--- src/rtl/mbox_db_pkg.sv ---
package mbox_db_pkg;
  localparam int unsigned DATA_W = 32;
  localparam int unsigned ADDR_W = 8;
  localparam int unsigned WIDX_W = ADDR_W - 2;
  localparam int unsigned DEST_W = 16;
  localparam int unsigned VSEL_W = 8;

  typedef enum logic [WIDX_W-1:0] {
    W_MASK = 6'd0,
    W_STAT = 6'd1,
    W_OWN  = 6'd2,
    W_RING = 6'd3
  } word_e;

  typedef struct packed {
    logic [DEST_W-1:0] dest;
    logic [VSEL_W-1:0] vec;
  } ring_t;
endpackage

--- src/rtl/mbox_peer_tbl.sv ---
module mbox_peer_tbl #(
  parameter int unsigned NUM_PEERS = 16,
  parameter int unsigned NUM_VEC   = 8,
  localparam int unsigned PEER_W   = $clog2(NUM_PEERS),
  localparam int unsigned CNT_W    = $clog2(NUM_VEC + 1)
) (
  input  logic              clk_i,
  input  logic              rst_ni,
  input  logic              we_i,
  input  logic [PEER_W-1:0] wpeer_i,
  input  logic [CNT_W-1:0]  wcnt_i,
  input  mbox_db_pkg::ring_t chk_i,
  output logic              ok_o
);
  logic [CNT_W-1:0] cnt_q [NUM_PEERS];
  logic [CNT_W-1:0] wcnt_sat;
  logic [CNT_W-1:0] cnt_sel;
  logic             dest_ok;

  assign wcnt_sat = (32'(wcnt_i) > NUM_VEC) ? CNT_W'(NUM_VEC) : wcnt_i;

  always_ff @(posedge clk_i or negedge rst_ni) begin
    if (!rst_ni) begin
      for (int i = 0; i < NUM_PEERS; i++) cnt_q[i] <= '0;
    end else if (we_i && (32'(wpeer_i) < NUM_PEERS)) begin
      cnt_q[wpeer_i] <= wcnt_sat;
    end
  end

  assign dest_ok = 32'(chk_i.dest) < NUM_PEERS;
  assign cnt_sel = cnt_q[chk_i.dest[PEER_W-1:0]];
  assign ok_o    = dest_ok && (32'(chk_i.vec) < 32'(cnt_sel));
endmodule

--- src/rtl/mbox_lvl_irq.sv ---
module mbox_lvl_irq (
  input  logic        clk_i,
  input  logic        rst_ni,
  input  logic        mask_we_i,
  input  logic        stat_we_i,
  input  logic        stat_rd_i,
  input  logic [31:0] wdata_i,
  input  logic        evt_i,
  input  logic        pin_act_i,
  output logic [31:0] mask_o,
  output logic [31:0] stat_o,
  output logic        irq_o
);
  logic [31:0] mask_q, stat_q;

  always_ff @(posedge clk_i or negedge rst_ni) begin
    if (!rst_ni) begin
      mask_q <= '0;
      stat_q <= '0;
    end else begin
      if (mask_we_i) mask_q <= wdata_i;
      // event overwrites, and wins over bus write and read-clear
      if (evt_i)          stat_q <= 32'd1;
      else if (stat_we_i) stat_q <= wdata_i;
      else if (stat_rd_i) stat_q <= '0;
    end
  end

  assign mask_o = mask_q;
  assign stat_o = stat_q;
  assign irq_o  = pin_act_i && |(stat_q & mask_q);
endmodule

--- src/rtl/mbox_msg_vec.sv ---
module mbox_msg_vec #(
  parameter int unsigned NUM_VEC = 8
) (
  input  logic               clk_i,
  input  logic               rst_ni,
  input  logic               act_i,
  input  logic [NUM_VEC-1:0] evt_i,
  input  logic [NUM_VEC-1:0] mask_i,
  output logic [NUM_VEC-1:0] fire_o,
  output logic [NUM_VEC-1:0] pend_o
);
  for (genvar g = 0; g < NUM_VEC; g++) begin : g_vec
    logic go, pend_q, fire_q, pend_d;

    assign go = act_i && !mask_i[g] && (evt_i[g] || pend_q);

    always_comb begin
      pend_d = pend_q;
      if (go)                                pend_d = 1'b0;
      else if (act_i && mask_i[g] && evt_i[g]) pend_d = 1'b1;
    end

    always_ff @(posedge clk_i or negedge rst_ni) begin
      if (!rst_ni) begin
        pend_q <= 1'b0;
        fire_q <= 1'b0;
      end else begin
        pend_q <= pend_d;
        fire_q <= go;
      end
    end

    assign fire_o[g] = fire_q;
    assign pend_o[g] = pend_q;
  end
endmodule

--- src/rtl/mbox_doorbell_regs.sv ---
module mbox_doorbell_regs #(
  parameter int unsigned NUM_PEERS = 16,
  parameter int unsigned NUM_VEC   = 8,
  localparam int unsigned PEER_W   = $clog2(NUM_PEERS),
  localparam int unsigned CNT_W    = $clog2(NUM_VEC + 1)
) (
  input  logic               clk_i,
  input  logic               rst_ni,
  input  logic               req_i,
  input  logic               req_we_i,
  input  logic [7:0]         req_addr_i,
  input  logic [31:0]        req_wdata_i,
  output logic               rsp_valid_o,
  output logic [31:0]        rsp_rdata_o,
  input  logic [15:0]        own_id_i,
  input  logic               tbl_we_i,
  input  logic [PEER_W-1:0]  tbl_peer_i,
  input  logic [CNT_W-1:0]   tbl_cnt_i,
  output logic               ring_o,
  output logic [15:0]        ring_dest_o,
  output logic [7:0]         ring_vec_o,
  output logic               ring_err_o,
  input  logic               msg_mode_i,
  input  logic               irq_pin_en_i,
  input  logic               msg_en_i,
  input  logic [NUM_VEC-1:0] vec_mask_i,
  input  logic [NUM_VEC-1:0] evt_i,
  output logic               irq_o,
  output logic [NUM_VEC-1:0] msg_o,
  output logic [NUM_VEC-1:0] pend_o
);
  import mbox_db_pkg::*;

  logic                wr, rd;
  logic [WIDX_W-1:0]   widx;
  logic                mask_we, stat_we, ring_we, stat_rd;
  logic [31:0]         mask_w, stat_w, rdata_d;
  ring_t               ring_req, ring_q;
  logic                ring_ok, ring_hit_q, ring_err_q;
  logic                rvalid_q;
  logic [31:0]         rdata_q;
  logic                lvl_evt;

  assign wr      = req_i && req_we_i;
  assign rd      = req_i && !req_we_i;
  assign widx    = req_addr_i[7:2];
  assign mask_we = wr && (widx == W_MASK);
  assign stat_we = wr && (widx == W_STAT);
  assign ring_we = wr && (widx == W_RING);
  assign stat_rd = rd && (req_addr_i == 8'h04);
  assign lvl_evt = !msg_mode_i && |evt_i;

  assign ring_req.dest = req_wdata_i[31:16];
  assign ring_req.vec  = req_wdata_i[7:0];

  mbox_peer_tbl #(.NUM_PEERS(NUM_PEERS), .NUM_VEC(NUM_VEC)) u_tbl (
    .clk_i   (clk_i),
    .rst_ni  (rst_ni),
    .we_i    (tbl_we_i),
    .wpeer_i (tbl_peer_i),
    .wcnt_i  (tbl_cnt_i),
    .chk_i   (ring_req),
    .ok_o    (ring_ok)
  );

  mbox_lvl_irq u_lvl (
    .clk_i     (clk_i),
    .rst_ni    (rst_ni),
    .mask_we_i (mask_we),
    .stat_we_i (stat_we),
    .stat_rd_i (stat_rd),
    .wdata_i   (req_wdata_i),
    .evt_i     (lvl_evt),
    .pin_act_i (irq_pin_en_i && !msg_mode_i),
    .mask_o    (mask_w),
    .stat_o    (stat_w),
    .irq_o     (irq_o)
  );

  mbox_msg_vec #(.NUM_VEC(NUM_VEC)) u_msg (
    .clk_i  (clk_i),
    .rst_ni (rst_ni),
    .act_i  (msg_mode_i && msg_en_i),
    .evt_i  (evt_i),
    .mask_i (vec_mask_i),
    .fire_o (msg_o),
    .pend_o (pend_o)
  );

  // reads decode the exact byte address
  always_comb begin
    unique case (req_addr_i)
      8'h00:   rdata_d = mask_w;
      8'h04:   rdata_d = stat_w;
      8'h08:   rdata_d = {16'h0, own_id_i};
      default: rdata_d = '0;
    endcase
  end

  always_ff @(posedge clk_i or negedge rst_ni) begin
    if (!rst_ni) begin
      rvalid_q   <= 1'b0;
      rdata_q    <= '0;
      ring_hit_q <= 1'b0;
      ring_err_q <= 1'b0;
      ring_q     <= '0;
    end else begin
      rvalid_q   <= rd;
      if (rd) rdata_q <= rdata_d;
      ring_hit_q <= ring_we && ring_ok;
      ring_err_q <= ring_we && !ring_ok;
      if (ring_we) ring_q <= ring_req;
    end
  end

  assign rsp_valid_o = rvalid_q;
  assign rsp_rdata_o = rdata_q;
  assign ring_o      = ring_hit_q;
  assign ring_err_o  = ring_err_q;
  assign ring_dest_o = ring_q.dest;
  assign ring_vec_o  = ring_q.vec;
endmodule

--- config.mk ---
export PLATFORM = sky130hd
export DESIGN_NAME = mbox_doorbell_regs
export DESIGN_NICKNAME = d
export VERILOG_FILES = /design/src/rtl/mbox_db_pkg.sv /design/src/rtl/mbox_peer_tbl.sv /design/src/rtl/mbox_lvl_irq.sv /design/src/rtl/mbox_msg_vec.sv /design/src/rtl/mbox_doorbell_regs.sv
export SDC_FILE = /design/constraint.sdc
export NUM_CORES = 1
export LEC_CHECK = 0
export ABC_AREA = 1
export CAP_MARGIN = 20
export CORE_MARGIN = 3
export CORE_UTILIZATION = 50
export DETAILED_ROUTE_END_ITERATION = 8
export PLACE_DENSITY = 0.77
export SYNTH_ARGS = -nofsm -noshare
export SYNTH_HDL_FRONTEND = slang
export SYNTH_SLANG_ARGS = --single-unit
--- constraint.sdc ---
create_clock -name clk_i -period 5.1 [get_ports clk_i]
set_input_delay 0.765 -clock clk_i [delete_from_list [all_inputs] [get_ports clk_i]]
set_output_delay 0.765 -clock clk_i [all_outputs]
set_load 0.02 [all_outputs]
==> results of run 1 <==
[power by group through the flow]
stage	clock network [uW]	logic [uW]	registers, uW
after detailed placement	0	518	1860
after global placement	0	508	1850
final	1520	521	1830
after CTS	1530	522	1830
after global routing	1610	582	1850
after floorplan	0	269	1860
[cell families (layout without fill, tap and decap cells)]
family,count (synthesis),after routing
buffers and inverters,236,384
AOI/OAI and AO/OA,283,283
adders and majority gates,3,3
DFF,203,203
and+or+nand+nor,360,360
[metrics by stage]
stage                     area (um2)  util [%]
after CTS                      11500      65.2
after global routing           11500      65.4
final                          11500      65.4
after detailed placement       10800      61.3
after global placement         10800      61.3
after floorplan                 9150         -
[state kept, by name, summed over array words and instances (netlist names), 8 cells and up]
signal / flops
u_lvl.stat_o: 32
ring_vec_o: 8
u_msg.g_vec.fire_q: 8
rsp_rdata_o: 32
u_tbl.cnt_q: 64
ring_dest_o: 16
u_lvl.mask_o: 32
u_msg.g_vec.pend_q: 8
[routing by layer]
metal,part of all wire (%),vias to the layer above,GRT usage (%)
li1,-,3777,-
met1,42,3740,33.9
met2,49,305,41.4
met3,6.8,45,4.01
met4,2.3,0,6.53
met5,0,-,0
[area by class of cell]
class / count / area share [%]
clock buffers: 35 / 5.83
flip-flops and latches: 203 / 44.1
repair buffers: 171 / 15.0
multi-input cells: 646 / 26.7
inverters: 176 / 5.76
well taps: 225 / 2.45
clock inverters: 2 / 0.109
[worst paths after layout]
check / start / endpoint / slack, ns / depth (start not counted)
setup reg to reg: u_tbl.cnt_q[11]$_DFFE_PN0P_ / ring_err_o$_DFF_PN0_ / 3.10 / 12
hold reg to reg: rsp_rdata_o[26]$_DFFE_PN0P_ / rsp_rdata_o[26]$_DFFE_PN0P_ / 0.48 / 2
hold / removal: rst_ni / rsp_rdata_o[7]$_DFFE_PN0P_ / 0.40 / 1
max in group asynchronous: rst_ni / u_msg.g_vec[7].fire_q$_DFF_PN0_ / 3.70 / 2
setup / recovery: u_lvl.mask_o[11]$_DFFE_PN0P_ / irq_o / 1.96 / 7
min in group clk_i: rsp_rdata_o[26]$_DFFE_PN0P_ / rsp_rdata_o[26]$_DFFE_PN0P_ / 0.48 / 2
[cells in the final DEF, fill, tap and decap left out, types with 3 or more instances in the layout]
| cell | instances |
|---|---|
| nand4_1 | 5 |
| o21ai_1 | 19 |
| inv_2 | 5 |
| a221oi_1 | 5 |
| clkbuf_1 | 7 |
| nand2_1 | 225 |
| o21ai_0 | 132 |
| buf_4 | 6 |
| clkdlybuf4s50_1 | 162 |
| nand3_1 | 31 |
| dfrtp_1 | 203 |
| a21oi_1 | 49 |
| nand3_2 | 3 |
| nor2_2 | 3 |
| nor2_1 | 72 |
| inv_1 | 170 |
| o22ai_1 | 70 |
| clkbuf_16 | 23 |
| nor3_1 | 16 |
| clkbuf_8 | 6 |
| ha_1 | 3 |
==> metrics.md, run 1 <==
| Metric | Value |
|---|---|
| Worst slack at placement | `1.60 ns` |
| Num Clock Sinks | `203` |
| Vias per inst | `5.40` |
| Core Rows | `48` |
| Multi-input gate area | `3070 um2` |
| Crit path buffers/inverters | `1` |
| Path category of the worst min-delay check | `input port to async pin` |
| WP data arrival | `2.37 ns` |
| PostCTS Resize Cnt | `0` |
| Cell count after synthesis | `1085` |
| Max Fclk | `319 MHz` |
| Storage cell area | `5080 um2` |
| Routed Antenna Nets | `0` |
| Global route overflow | `0` |
| RSZ-0062 raised after global routing | `no` |
| Adder-cell share of the synthesized area | `0.410%` |
| Number of global-route vias before repair | `7691` |
| Post-synthesis xor/xnor area fraction | `0%` |
| DRT Pass-1 Iters | `5` |
| Synth Area per Inst | `8.44 um2` |
| CP endpoint kind | `output pin` |
| Die Y-Extent | `141 um` |
| Post-synth top area share | `55.5%` |
| Switching pwr | `1010 uW` |
| Post-synth EDFFs | `0` |
| Total Routed Length | `24900 um` |
| Post-DR wirelength/cell | `17.1 um` |
| Fillers | `1501` |
| P per Cell Area | `337 nW/um2` |
| Post-route non-filler standard cell count | `1458` |
| CTS tree | `built` |
| Clock power frac | `39.2%` |
| Period utilization | `61.5%` |
| Startpoint Class | `register` |
| Final worst path period need | `3.14 ns` |
| Most used cell along the critical path | `nand2_1` |
| DIE AREA | `20000 um2` |
| Clock skew | `0.00860 ns` |
| Crit-path max FO | `3` |
| Core area | `17600 um2` |
| Comb power frac | `13.4%` |
| Leading area contributor after synthesis | `dfrtp_1` |
| Warnings, synthesis | `0` |
| Max-cap violations | `0` |
| Main flop type after synthesis | `dfrtp_1` |
| Mapped cell area | `9150 um2` |
| Synth Net Count | `1176` |
| Max_slew headroom | `40.3%` |
| Delay of the slowest critical-path stage | `0.55 ns` |
| Leakage | `0.00532 uW` |
| FFs w/ async S/R, synth | `100%` |
| Largest net degree at the start of global routing | `115` |
| Final TNS setup | `0 ns` |
| Gr usage total | `24.7%` |
| Synth Area in Simple Gates | `16.2%` |
| Switch share | `26.0%` |
| Global placement routability congestion | `0.921` |
| Fin. Hold Viols | `0` |
| Fin worst setup slack | `1.96 ns` |
| Internal | `2860 uW` |
| DRC viols | `0` |
| Measured slew at the worst slew-check pin | `0.895 ns` |
| Global-route wire length before repair | `40000 um` |
| Commonest cells post-synth | `nand2_1, dfrtp_1, inv_1, o21ai_0, nor2_1` |
| Nets | `1311` |
| Crit-path cells | `nand2_1 -> nand2_1 -> a221oi_1 -> nand3_1 -> nor2_1 -> a21oi_1 -> clkdlybuf4s50_1` |
| Total power | `3870 uW` |
| ANT cells | `0` |
| Worst-path clk slew | `0.06 ns` |
| Netlist cell types | `32` |
| Clk root buf | `clkbuf_16` |
| WP data required | `4.34 ns` |
| Number of hold buffers added after CTS | `0` |
| Complex-gate fraction of the synthesized area | `17.0%` |
| # port buffers | `163` |
| Final Max Slew Viols | `0` |
| Dpl hpwl | `17400 um` |
| Worst VDD drop | `253 uV` |
| Mux share of post-synthesis cell area | `0%` |
| Worst skew pair latency | `0.50 ns` |
| Initial Util | `52.0%` |
| Synthesis-to-finish area growth | `25.7%` |
| CTS Buffer Depth | `3` |
| Hold Slack | `0.400 ns` |
| Area contributors post-synth | `dfrtp_1, nand2_1, o21ai_0` |
| Initial antenna violation count | `0` |
| Outcome | `finished clean` |
| Seq pwr share | `47.4%` |
| Setup Crit Path Kind | `register to output pin` |
| Die Wd | `141 um` |
| Post-CTS Setup Repair Bufs | `0` |
| TritonCTS Buffers | `22` |
| Synth Register Bits | `203` |
| Inst Count DP | `1420` |
| Largest family of logic cells by synthesized area | `compound AO/OA/AOI/OAI gates` |
| Worst path slowest cell | `clkdlybuf4s50_1` |
| DR vias | `7867` |
| H-tree depth | `1` |
| Count leader, synth | `nand2_1` |
| DR iter-0 viols | `695` |
| Final setup violation count | `0` |
| Share of layout cells above drive strength 1 | `4.38%` |
| IO Pins | `164` |
| Top delay family on crit path | `buffers and inverters` |
| Register area share after synthesis | `55.5%` |
(Power assumes the default switching activity.)
==> run 2: changes to the inputs <==
==> constraint.sdc (replaced) <==
create_clock -name clk_i -period 2.95 [get_ports clk_i]
set_input_delay 0.4425 -clock clk_i [delete_from_list [all_inputs] [get_ports clk_i]]
set_output_delay 0.4425 -clock clk_i [all_outputs]
set_load 0.02 [all_outputs]
==> run 2 against run 1 <==
Global-route usage increased by 0.81 points. Sequential share of layout area is 0.56 points lower. Total power increased by 77%. Final cell count increased by 1.2%. Routed wire length up 2.8%. Register-to-register slack worse by 2.0 ns. Critical endpoint unchanged. Highest routed layer unchanged.
==> metrics.md, run 2 (same netlist as run 1, synthesis figures left out) <==
| Metric | Value |
|---|---|
| PostCTS Resize Cnt | `0 (unchanged)` |
| Period utilization | `91.7%` |
| Share of layout cells above drive strength 1 | `5.84% (+1.5 points)` |
| TritonCTS Buffers | `22 (unchanged)` |
| DIE AREA | `20000 um2 (unchanged)` |
| DR vias | `7858 (-0.11%)` |
| Startpoint Class | `register` |
| Outcome | `finished clean` |
| WP data required | `2.51 ns (-1.83 ns)` |
| Worst hold path startpoint | `rsp_rdata_o[21]$_DFFE_PN0P_` |
| Routed Antenna Nets | `0 (unchanged)` |
| DRC viols | `0 (unchanged)` |
| Most used cell along the critical path | `nand2_1` |
| Storage cell area | `5080 um2 (unchanged)` |
| Gr usage total | `25.6% (+0.81 points)` |
| Leakage | `0.00542 uW (+1.8%)` |
| Dpl hpwl | `18400 um (+5.4%)` |
| Initial antenna violation count | `0 (unchanged)` |
| Multi-input gate area | `3070 um2 (unchanged)` |
| P per Cell Area | `589 nW/um2 (+75%)` |
| Total Routed Length | `25600 um (+2.8%)` |
| Measured slew at the worst slew-check pin | `0.945 ns (+0.0492 ns)` |
| Die Wd | `141 um (unchanged)` |
| FF-to-FF Start | `u_tbl.cnt_q[11]$_DFFE_PN0P_` |
| Path category of the worst min-delay check | `register to register` |
| Initial Util | `52.0% (unchanged)` |
| Core area | `17600 um2 (unchanged)` |
| Number of hold buffers added after CTS | `1 (+1)` |
| Largest net degree at the start of global routing | `71 (-38%)` |
| Total power | `6860 uW (+77%)` |
| Worst VDD drop | `477 uV (+88%)` |
| Global-route wire length before repair | `41200 um (+3.0%)` |
| Max Fclk | `370 MHz` |
| Final worst path period need | `2.71 ns` |
| Fillers | `1483 (-1.2%)` |
| RSZ-0062 raised after global routing | `no` |
| DRT Pass-1 Iters | `5 (unchanged)` |
| Hold Path Depth | `2` |
| Fin. Hold Viols | `0 (unchanged)` |
| Number of global-route vias before repair | `7736 (+0.59%)` |
| Most common cell after layout, fill and taps aside | `nand2_1` |
| CP endpoint kind | `output pin` |
| # port buffers | `163 (unchanged)` |
| Delay of the slowest critical-path stage | `0.55 ns (about the same)` |
| Worst path slowest cell | `clkdlybuf4s50_1` |
| Num Clock Sinks | `203 (unchanged)` |
| ANT cells | `0 (unchanged)` |
| Crit-path cells | `nand2_1 -> nand2_1 -> a221oi_1 -> nand3_1 -> nor2_1 -> a21oi_1 -> clkdlybuf4s50_1` |
| CTS tree | `built` |
| Worst-path clk slew | `0.06 ns (about the same)` |
| Max-cap violations | `0 (unchanged)` |
| Clk root buf | `clkbuf_16` |
| Global route overflow | `0 (unchanged)` |
| Nets | `1328 (+1.3%)` |
| Final setup violation count | `0 (unchanged)` |
| Reg2Reg Depth | `13 (+1)` |
| Worst skew pair latency | `0.50 ns (about the same)` |
| Die Y-Extent | `141 um (unchanged)` |
| Final TNS setup | `0 ns (unchanged)` |
| WP data arrival | `2.26 ns (-0.11 ns)` |
| Synthesis-to-finish area growth | `27.3%` |
| Register-to-register setup slack | `1.10 ns (-2.00 ns)` |
| Post-CTS Setup Repair Bufs | `0 (unchanged)` |
| Core Rows | `48 (unchanged)` |
| IO Pins | `164 (unchanged)` |
| CTS Buffer Depth | `3 (unchanged)` |
| Final Max Slew Viols | `0 (unchanged)` |
| Post-DR wirelength/cell | `17.4 um (+1.6%)` |
| Setup Crit Path Kind | `register to output pin` |
| H-tree depth | `1 (unchanged)` |
| Hold Slack | `0.477 ns (+0.0777 ns)` |
| Top reg by flops | `u_tbl.cnt_q` |
| Hold EP | `rsp_rdata_o[21]$_DFFE_PN0P_` |
| Vias per inst | `5.32 (-1.3%)` |
| Global placement routability congestion | `0.911 (-1.1%)` |
| Max_slew headroom | `36.8% (-3.5 points)` |
| Crit-path max FO | `3 (unchanged)` |
| Clock skew | `0.00446 ns (-0.00414 ns)` |
| Crit path buffers/inverters | `1 (unchanged)` |
| Top delay family on crit path | `buffers and inverters` |
| Leading cell types in the layout, fill and taps excluded | `nand2_1, dfrtp_1, inv_1, clkdlybuf4s50_1, o21ai_0` |
| Reg2reg end | `ring_o$_DFF_PN0_` |
| Max reg flops | `64 (unchanged)` |
| DR iter-0 viols | `656 (-5.6%)` |
[run 2: cell types whose count changed in the layout (fill, tap and decap cells not counted), sizes merged]
cell	delta
clkinvlp	-1
clkinv	+4
bufinv	+2
dlygate4sd3	+1
clkbuf	-4
buf	+16
[run 2: per-stage QoR]
step	util, %	setup slack (ns)	instances	instance area, um2
after floorplan	-	0.768	1085	9150
after global placement	62.1	0.263	1437	10900
after detailed placement	62.1	0.245	1437	10900
after CTS	66.2	0.173	1476	11700
after global routing	66.2	0.0578	1476	11700
final	66.2	0.245	1476	11700
[run 2: per-layer routing]
| metal | vias up | share of wire [%] | global-route usage [%] |
|---|---|---|---|
| met5 | - | 0 | 0 |
| met4 | 0 | 3.1 | 7.90 |
| met3 | 53 | 6.1 | 3.17 |
| met2 | 264 | 48 | 42.2 |
| met1 | 3733 | 43 | 35.6 |
| li1 | 3808 | - | - |
[run 2: worst register-to-register path: stages (launching register included)]
cell and delay [ns]:
dfrtp_1 0.34, inv_1 0.07, a21oi_1 0.12, o21ai_0 0.09, nand3_1 0.10, nand3_1 0.07, nand2_1 0.07, inv_1 0.04
ha_1 0.28, nand2_1 0.07, nand3_1 0.07, nor4_1 0.28, nand2_1 0.10, nor2_1 0.08
[run 2: layout make-up]
| class | instances | share of cell area, % |
|---|---|---|
| Sequential cell | 203 | 43.6 |
| Multi-Input combinational cell | 646 | 26.3 |
| Timing Repair Buffer | 188 | 15.8 |
| Inverter | 176 | 5.69 |
| Clock buffer | 31 | 5.45 |
| Tap cell | 225 | 2.42 |
| Clock inverter | 7 | 0.730 |
[run 2: how the worst max path moves through the flow]
stage / from / endpoint / slack (ns) / cells past startpoint
2_1_floorplan: req_wdata_i[16] / ring_err_o$_DFF_PN0_ / 0.77 / 14
3_3_place_gp: req_wdata_i[16] / ring_err_o$_DFF_PN0_ / 0.26 / 13
3_5_place_dp: req_wdata_i[16] / ring_err_o$_DFF_PN0_ / 0.25 / 13
4_1_cts: u_lvl.mask_o[11]$_DFFE_PN0P_ / irq_o / 0.17 / 7
5_1_grt: u_lvl.mask_o[11]$_DFFE_PN0P_ / irq_o / 0.06 / 7
6_report: u_lvl.mask_o[11]$_DFFE_PN0P_ / irq_o / 0.24 / 7
[run 2: power by group]
part	internal [uW]	switching, uW	total, uW
logic	380	538	918
registers	3040	141	3180
clock network	1670	1100	2770
==> run 3: changes to the inputs <==
--- a/config.mk
+++ b/config.mk
@@ -6,7 +6,8 @@
 export NUM_CORES = 1
 export LEC_CHECK = 0
 export ABC_AREA = 1
-export CAP_MARGIN = 20
+export CAP_MARGIN = 15
+export CORE_ASPECT_RATIO = 2
 export CORE_MARGIN = 3
 export CORE_UTILIZATION = 50
 export DETAILED_ROUTE_END_ITERATION = 8
==> run 3 against run 2 <==
Final area down 1.1%. Register-to-register slack got worse by 0.03 ns. Non-clock buffer count down 2. Die area is 0.49% higher. Sequential power about the same. Critical endpoint unchanged. Combinational power is 0.7% lower. Largest cell class unchanged.
==> metrics.md, run 3 (same netlist as run 1, synthesis figures left out) <==
| Metric | Value |
|---|---|
| CTS Buffer Depth | `3 (unchanged)` |
| Register-to-register setup slack | `1.07 ns (-0.03 ns)` |
| Startpoint Class | `register` |
| DRT Pass-1 Iters | `5 (unchanged)` |
| Num Clock Sinks | `203 (unchanged)` |
| Synthesis-to-finish area growth | `25.9%` |
| Core Rows | `69 (+44%)` |
| H-tree depth | `1 (unchanged)` |
| Clock skew | `0.0108 ns (+0.00632 ns)` |
| Clk root buf | `clkbuf_16` |
| Clock power frac | `37.2% (-3.1 points)` |
| Die Wd | `102 um (-28%)` |
| Reg2reg end | `ring_o$_DFF_PN0_` |
| Max Fclk | `346 MHz (-6.4%)` |
| Max_slew headroom | `63.5% (+27 points)` |
| Total Routed Length | `26300 um (+2.5%)` |
| Utilization after layout | `64.5% (-1.7 points)` |
| Crit-path max FO | `3 (unchanged)` |
| M3 GR Usage | `2.62% (-0.55 points)` |
| Post-DR wirelength/cell | `18.0 um (+3.9%)` |
| Peak-usage layer in the global routing report | `met2` |
| Largest net degree at the start of global routing | `61 (-14%)` |
| Final worst path period need | `2.89 ns (+0.185 ns)` |
| TritonCTS Buffers | `18 (-18%)` |
| IO Pins | `164 (unchanged)` |
| Outcome | `finished clean` |
| # port buffers | `163 (unchanged)` |
| Global route overflow | `0 (unchanged)` |
| CTS tree | `built` |
| Max-cap violations | `0 (unchanged)` |
| Worst hold path startpoint | `rsp_rdata_o[16]$_DFFE_PN0P_` |
| Global placement routability congestion | `0.967 (+6.1%)` |
| Nets | `1322 (-0.45%)` |
| WP data arrival | `2.45 ns (+0.19 ns)` |
| Global-route wire length before repair | `41100 um (-0.28%)` |
| GR Util met1 | `27.7% (-7.9 points)` |
| Leading cell types in the layout, fill and taps excluded | `nand2_1, dfrtp_1, inv_1, clkdlybuf4s50_1, o21ai_0` |
| Worst slack at placement | `0.317 ns (+0.0717 ns)` |
| Hold Path Depth | `2 (unchanged)` |
| Top reg by flops | `u_tbl.cnt_q` |
| Switching pwr | `1690 uW (-4.9%)` |
| Initial antenna violation count | `0 (unchanged)` |
| WP data required | `2.51 ns (about the same)` |
| Leakage | `0.00536 uW (-1.1%)` |
| Share of layout cells above drive strength 1 | `5.47% (-0.36 points)` |
| Total power | `6510 uW (-5.2%)` |
| Seq pwr share | `48.8% (+2.5 points)` |
| Path category of the worst min-delay check | `register to register` |
| Setup Crit Path Kind | `register to output pin` |
| Die Y-Extent | `197 um (+40%)` |
| Internal | `4820 uW (-5.3%)` |
| PostCTS Resize Cnt | `0 (unchanged)` |
| Fin. Hold Viols | `0 (unchanged)` |
| Switch share | `26.0% (+0.068 points)` |
| Final TNS setup | `0 ns (unchanged)` |
| Most common cell after layout, fill and taps aside | `nand2_1` |
| CP endpoint kind | `output pin` |
| Dpl hpwl | `19700 um (+7.2%)` |
| Comb power frac | `14.0% (+0.6 points)` |
| M2 GR Usage | `49.7% (+7.5 points)` |
| Routed Antenna Nets | `0 (unchanged)` |
| FF-to-FF Start | `u_tbl.cnt_q[43]$_DFFE_PN0P_` |
| DR iter-0 viols | `308 (-53%)` |
| Max reg flops | `64 (unchanged)` |
| Core area | `17900 um2 (+1.6%)` |
| Gr usage total | `26.4% (+0.90 points)` |
| DR vias | `7907 (+0.62%)` |
| Worst skew pair latency | `0.48 ns (-0.02 ns)` |
| Final setup violation count | `0 (unchanged)` |
| Measured slew at the worst slew-check pin | `0.545 ns (-0.399 ns)` |
| Worst-path clk slew | `0.07 ns (about the same)` |
| Final Max Slew Viols | `0 (unchanged)` |
| Period utilization | `98.0% (+6.3 points)` |
| RSZ-0062 raised after global routing | `no` |
| Fin worst setup slack | `0.0593 ns (-0.185 ns)` |
| Initial Util | `51.2% (-0.80 points)` |
| Vias per inst | `5.43 (+2.0%)` |
| Reg2Reg Depth | `13 (unchanged)` |
| Hold EP | `rsp_rdata_o[16]$_DFFE_PN0P_` |
| P per Cell Area | `565 nW/um2 (-4.1%)` |
| DRC viols | `0 (unchanged)` |
| DIE AREA | `20100 um2 (+0.49%)` |
| ANT cells | `0 (unchanged)` |
| Worst VDD drop | `404 uV (-15%)` |
| Number of global-route vias before repair | `7890 (+2.0%)` |
run 3: changes by cell type in the layout (fill, tap and decap cells not counted), sizes merged:
cell and change:
clkinvlp +1, clkbuf -8, buf -2, clkinv +1
run 3: metal layers:
| layer | vias to the layer above | routed length, um |
|---|---|---|
| met2 | 261 | 14600 |
| li1 | 3803 | - |
| met5 | - | 0 |
| met4 | 0 | 1660 |
| met1 | 3760 | 8940 |
| met3 | 83 | 1070 |
run 3: critical path, stage by stage, from the launching register on:
cell,delay (ns)
dfrtp_1,0.42
a22o_1,0.25
a21oi_1,0.22
nand4_1,0.22
nor2_1,0.23
a21oi_1,0.10
clkdlybuf4s50_1,0.54
run 3: repair_timing:
action,in CTS,in global routing
hold buffers,1,0
endpoints found under the hold margin,56,0
setup buffers,0,0
run 3: area by class of cell:
cell class	count	area [um2]
clock buffers	23	510
repair buffers	186	1840
well taps	213	267
flip-flops and latches	203	5080
inverters	176	663
multi-input cells	646	3070
clock inverters	9	97.6
fillers	1524	6350
run 3: worst max path at each step:
stage / start / endpoint / slack (ns) / cells past startpoint
2_1_floorplan: req_wdata_i[16] / ring_err_o$_DFF_PN0_ / 0.77 / 14
5_1_grt: u_lvl.mask_o[6]$_DFFE_PN0P_ / irq_o / 0.01 / 6
3_5_place_dp: req_wdata_i[16] / ring_o$_DFF_PN0_ / 0.32 / 15
6_report: u_lvl.mask_o[6]$_DFFE_PN0P_ / irq_o / 0.06 / 6
4_1_cts: u_lvl.mask_o[6]$_DFFE_PN0P_ / irq_o / 0.02 / 6
3_3_place_gp: req_wdata_i[16] / ring_o$_DFF_PN0_ / 0.34 / 14
run 3: per-stage QoR:
step	area [um2]	hold WS (ns)	instances
after detailed placement	10900	0.456	1423
final	11500	0.484	1456
after CTS	11500	0.485	1456
after floorplan	9150	0.147	1085
after global routing	11500	0.503	1456
after global placement	10900	0.456	1423
run 3: power groups by stage:
stage          registers, uW  logic (uW)  clock network [uW]
4_1_cts                 3170         922                2470
3_5_place_dp            3220         916                   0
6_report                3170         912                2420
5_1_grt                 3200        1010                2580
3_3_place_gp            3210         900                   0
2_1_floorplan           3210         465                   0
